===== config.mk =====
export PLATFORM = sky130hd
export DESIGN_NAME = act_indicator_top
export DESIGN_NICKNAME = d
export VERILOG_FILES = /design/src/rtl/act_ind_pkg.sv /design/src/rtl/act_ind_ctrl.sv /design/src/rtl/act_ind_chan.sv /design/src/rtl/act_ind_dp.sv /design/src/rtl/act_indicator_top.sv
export SDC_FILE = /design/constraint.sdc
export NUM_CORES = 1
export LEC_CHECK = 0
export BUFFER_PORTS_ARGS = -buffer_cell sky130_fd_sc_hd__buf_2
export CAP_MARGIN = 20
export CORE_MARGIN = 2
export CORE_UTILIZATION = 65
export CTS_CLUSTER_SIZE = 10
export DETAILED_ROUTE_END_ITERATION = 6
export GPL_TIMING_DRIVEN = 0
export PLACE_DENSITY_LB_ADDON = 0.1
export SYNTH_ARGS = -nofsm -noshare
export SYNTH_HDL_FRONTEND = slang
export SYNTH_SLANG_ARGS = --single-unit

===== constraint.sdc =====
create_clock -name clk -period 14.2 [get_ports clk]
set_clock_uncertainty 0.15 [all_clocks]
set_input_delay 0.71 -clock clk [delete_from_list [all_inputs] [get_ports clk]]
set_output_delay 0.71 -clock clk [all_outputs]
set_load 0.05 [all_outputs]

===== src/rtl/act_ind_pkg.sv =====
`timescale 1ns/1ps
package act_ind_pkg;
  localparam int unsigned CH_COUNT = 2;

  typedef struct packed {
    logic [CH_COUNT-1:0] update;
  } act_strobe_t;
endpackage


===== src/rtl/act_ind_ctrl.sv =====
`timescale 1ns/1ps
module act_ind_ctrl
  import act_ind_pkg::*;
(
  input  logic [CH_COUNT-1:0] chEvent,
  output act_strobe_t         strobe
);
  // Each channel event becomes an update strobe in the same cycle, independently.
  always_comb begin
    strobe = '0;
    for (int i = 0; i < CH_COUNT; i++) begin
      strobe.update[i] = chEvent[i];
    end
  end
endmodule


===== src/rtl/act_ind_chan.sv =====
`timescale 1ns/1ps
module act_ind_chan #(
  parameter int unsigned TS_W   = 32,
  parameter int unsigned ACC_W  = 32,
  parameter int unsigned CREDIT = 30000
) (
  input  logic             clk,
  input  logic             rstN,
  input  logic             update,
  input  logic [TS_W-1:0]  nowUs,
  output logic [ACC_W-1:0] accValue,
  output logic             lampN
);
  localparam int unsigned WIDE_W = ((ACC_W > TS_W) ? ACC_W : TS_W) + 2;

  logic [TS_W-1:0]   lastTsQ;
  logic [ACC_W-1:0]  accQ;
  logic [ACC_W-1:0]  accD;
  logic [TS_W-1:0]   gapRaw;
  logic [WIDE_W-1:0] gapPos;
  logic [WIDE_W-1:0] sumWide;
  logic [WIDE_W-1:0] diffWide;
  logic [WIDE_W-1:0] maxWide;

  always_comb begin
    gapRaw   = nowUs - lastTsQ;
    gapPos   = gapRaw[TS_W-1] ? '0 : WIDE_W'(gapRaw);
    sumWide  = WIDE_W'(accQ) + WIDE_W'(CREDIT);
    diffWide = (sumWide > gapPos) ? (sumWide - gapPos) : '0;
    maxWide  = WIDE_W'({ACC_W{1'b1}});
    accD     = (diffWide > maxWide) ? {ACC_W{1'b1}} : diffWide[ACC_W-1:0];
  end

  always_ff @(posedge clk or negedge rstN) begin
    if (!rstN) begin
      accQ    <= '0;
      lastTsQ <= '0;
    end else if (update) begin
      accQ    <= accD;
      lastTsQ <= nowUs;
    end
  end

  assign accValue = accQ;
  assign lampN    = (accQ == '0);
endmodule


===== src/rtl/act_ind_dp.sv =====
`timescale 1ns/1ps
module act_ind_dp
  import act_ind_pkg::*;
#(
  parameter int unsigned TS_W   = 32,
  parameter int unsigned ACC_W  = 32,
  parameter int unsigned CREDIT = 30000
) (
  input  logic                            clk,
  input  logic                            rstN,
  input  act_strobe_t                     strobe,
  input  logic [TS_W-1:0]                 nowUs,
  output logic [CH_COUNT-1:0][ACC_W-1:0]  accAll,
  output logic [CH_COUNT-1:0]             lampN
);
  for (genvar ch = 0; ch < CH_COUNT; ch++) begin : g_chan
    act_ind_chan #(.TS_W(TS_W), .ACC_W(ACC_W), .CREDIT(CREDIT)) chan_i (
      .clk      (clk),
      .rstN     (rstN),
      .update   (strobe.update[ch]),
      .nowUs    (nowUs),
      .accValue (accAll[ch]),
      .lampN    (lampN[ch])
    );
  end
endmodule


===== src/rtl/act_indicator_top.sv =====
`timescale 1ns/1ps
module act_indicator_top
  import act_ind_pkg::*;
#(
  parameter int unsigned TS_W   = 32,
  parameter int unsigned ACC_W  = 32,
  parameter int unsigned CREDIT = 30000
) (
  input  logic                clk,
  input  logic                rstN,
  input  logic [CH_COUNT-1:0] chEvent,
  input  logic [TS_W-1:0]     nowUs,
  output logic [CH_COUNT-1:0] lampN
);
  act_strobe_t                     strobe;
  logic [CH_COUNT-1:0][ACC_W-1:0]  accAll;

  act_ind_ctrl ctrl_i (
    .chEvent (chEvent),
    .strobe  (strobe)
  );

  act_ind_dp #(.TS_W(TS_W), .ACC_W(ACC_W), .CREDIT(CREDIT)) dp_i (
    .clk    (clk),
    .rstN   (rstN),
    .strobe (strobe),
    .nowUs  (nowUs),
    .accAll (accAll),
    .lampN  (lampN)
  );
endmodule


==> impl_metrics.tcl <==
set metrics [dict create \
    grt_first_pass_wirelength_um 54100 \
    syn_area_sq_um 12900 \
    finalWeightedCongestion 0.950 \
    switching_power_uw 1940 \
    wl_um 33700 \
    syn_inst 1654 \
    setup_slack_ns 7.54 \
    p_int_uw 1930 \
    fin_crit_sh_pct 46.9 \
    critical_path_class "input pin to register" \
    crit_family "compound AO/OA/AOI/OAI gates" \
    hpwlAfterDp_um 26300 \
    clk_root_buffer_cell "clkbuf_16" \
    cts_hold_buf 0 \
    via_per_inst 6.07 \
    critPathMaxStageDelay_ns 0.56 \
    combinationalPowerShare_pct 72.2 \
    cts_buffer_depth 2 \
    p_sw_share_pct 50.1 \
    htreeDepth 4 \
    max_slew_margin_pct 44.5 \
    synth_fa_ha_area_share_pct 13.0 \
    track_usage_pct 32.6 \
    synth_area_leader_cell "dfrtp_1" \
    drive_above_1_share_pct 7.25 \
    core_area_sq_um 19500 \
    end_kind "register" \
    synth.distinct_cells 81 \
    slew_violations 0 \
    setup_viol 0 \
    rows 51 \
    critPathRequiredTime_ns 14.36 \
    synth_nets 1822 \
    clock_sinks 128 \
    grt_max_degree 96 \
    clock_latency_ns 0.43 \
    yosys-top-cells-count "nand2_1 (183), o21ai_0 (160), a21oi_1 (138), dfrtp_1 (128), ha_1 (128)" \
    slowest_stage "o31ai_1" \
    nets 1879 \
    power_uw 3880 \
    hold_class "input pin to asynchronous set/reset pin" \
    fmax_mhz 150 \
    ir_drop_uv 161 \
    yosys-top-cells-area "dfrtp_1 (25%), ha_1 (12%), xnor2_1 (6.3%)" \
    io_pins 38 \
    p_leak_uw 0.00629 \
    dieArea_sq_um 21000 \
    ys_warn_count 0 \
    ys_ff_latch 128 \
    die_w_um 145 \
    synth_top_area_share_pct 24.8 \
    io_buffers 36 \
    dr_total_vias 12070 \
    drv_cap 0 \
    synth_flop_cell "dfrtp_1" \
    grt.overflow.total 0 \
    synthSimpleGateAreaFrac_pct 20.3 \
    drtAntennaViolNets 0 \
    ys_seq_area_share_pct 24.8 \
    initial_core_util_pct 66.3 \
    place_ws_ns 7.08 \
    antenna_found_initial 2 \
    startpoint_type "input pin" \
    synthArstFlopShare_pct 100 \
    seqPwrFrac_pct 16.0 \
    cts_buffers 17 \
    timing.critical_path.mode_cell "buf_2" \
    area_growth_pct 8.99 \
    cts_setup_buffers 0 \
    clk_pin_slew_worst_paths_ns 0.06 \
    synth-compound-area-share_pct 26.0 \
    grt_setup_unrepaired "false" \
    grt_pass1_vias 11419 \
    synth_edf_count 0 \
    clockPowerShare_pct 11.8 \
    hold_viol 0 \
    synth_top_family_by_area "compound AO/OA/AOI/OAI gates" \
    status "completed" \
    drtPass1Iterations 5 \
    min_period_ns 6.66 \
    ctsResizeCount 0 \
    fillCellCount 1600 \
    synth.most_common_cell "nand2_1" \
    tritoncts "built" \
    crit_buf_inv 4 \
    drt_iter0_drc 693 \
    die_h_um 145 \
    synth.area.mux_share_pct 0.611 \
    critPathMaxFanout 10 \
    fin_tns_setup_ns 0 \
    tightest_slew_ns 0.832 \
    worst_ep_arrival_time_ns 6.82 \
    synth-xor-area-share_pct 9.98 \
    wire_per_inst_um 16.9 \
    powerDensity_nw_per_um2 276 \
    avgSynthCellArea_sq_um 7.80 \
    drcViolationCount 0 \
]
power groups by stage:
stage	Clock (uW)	Sequential, uW	Combinational (uW)
6_report	456	620	2800
5_1_grt	475	632	3090
3_5_place_dp	0	620	2720
2_1_floorplan	0	578	2180
4_1_cts	460	614	2750
3_3_place_gp	0	615	2660
layout make-up:
class / count / area (sq um) / area share (%)
clock inverters: 10 / 134 / 0.953
multi-input cells: 1361 / 9020 / 64.2
well taps: 265 / 332 / 2.36
repair buffers: 38 / 219 / 1.56
plain buffers: 66 / 302 / 2.15
inverters: 99 / 372 / 2.64
diodes: 2 / 5.00 / 0.0356
flip-flops and latches: 128 / 3200 / 22.8
clock buffers: 21 / 470 / 3.35
sequential cells by signal, indices dropped and copies added, names as in the netlist:
name / flops
dp_i.g_chan.chan_i.accValue: 64
dp_i.g_chan.chan_i.lastTsQ: 64
worst paths after layout:
kind | end | slack (ns) | depth (start not counted) | from
setup / recovery | dp_i.g_chan[1].chan_i.accValue[0] | 7.54 | 26 | nowUs[9]
hold / removal | dp_i.g_chan[1].chan_i.accValue[2] | 0.01 | 1 | rstN
setup reg to reg | dp_i.g_chan[1].chan_i.accValue[0] | 7.55 | 25 | dp_i.g_chan[1].chan_i.lastTsQ[1]
hold reg to reg | dp_i.g_chan[0].chan_i.lastTsQ[0] | 0.37 | 1 | dp_i.g_chan[0].chan_i.lastTsQ[0]
max in group asynchronous | dp_i.g_chan[0].chan_i.accValue[27] | 13.12 | 2 | rstN
min in group clk | dp_i.g_chan[0].chan_i.lastTsQ[0] | 0.37 | 1 | dp_i.g_chan[0].chan_i.lastTsQ[0]
cell families after synthesis:
| family | count (synthesis) |
|---|---|
| xor+xnor | 147 |
| buf+inv | 165 |
| compound gates | 531 |
| simple gates | 544 |
| fa+ha+maj | 132 |
| flops | 128 |
| mux | 7 |
cells in the final DEF (no fill, tap or decap), types with 48 or more instances in the layout:
cell	n
a21o_1	49
buf_2	48
a21oi_1	138
nand2_1	183
o21ai_0	160
xnor2_1	93
nor2_1	125
dfrtp_1	128
inv_1	99
ha_1	128
xor2_1	54
routing by layer:
layer  vias up  global-route usage, %  wire [um]
met2       313                   56.1      16200
met1      5596                   39.6      14400
li1       6072                      -          -
met3        87                   4.71       1440
met5         -                      0         15
met4         2                   16.9       1630
per-stage QoR:
| stage | instances | cell area [sq um] | util, % | hold WS, ns |
|---|---|---|---|---|
| finish | 1990 | 14100 | 72.2 | 0.0121 |
| detailed placement | 1957 | 13400 | 69.1 | 0.358 |
| floorplan | 1654 | 12900 | - | 0.264 |
| global route | 1989 | 14100 | 72.2 | 0.0350 |
| CTS | 1988 | 14000 | 72.2 | 0.0164 |
| global placement | 1955 | 13400 | 68.9 | 0.345 |
(Power assumes the default switching activity.)
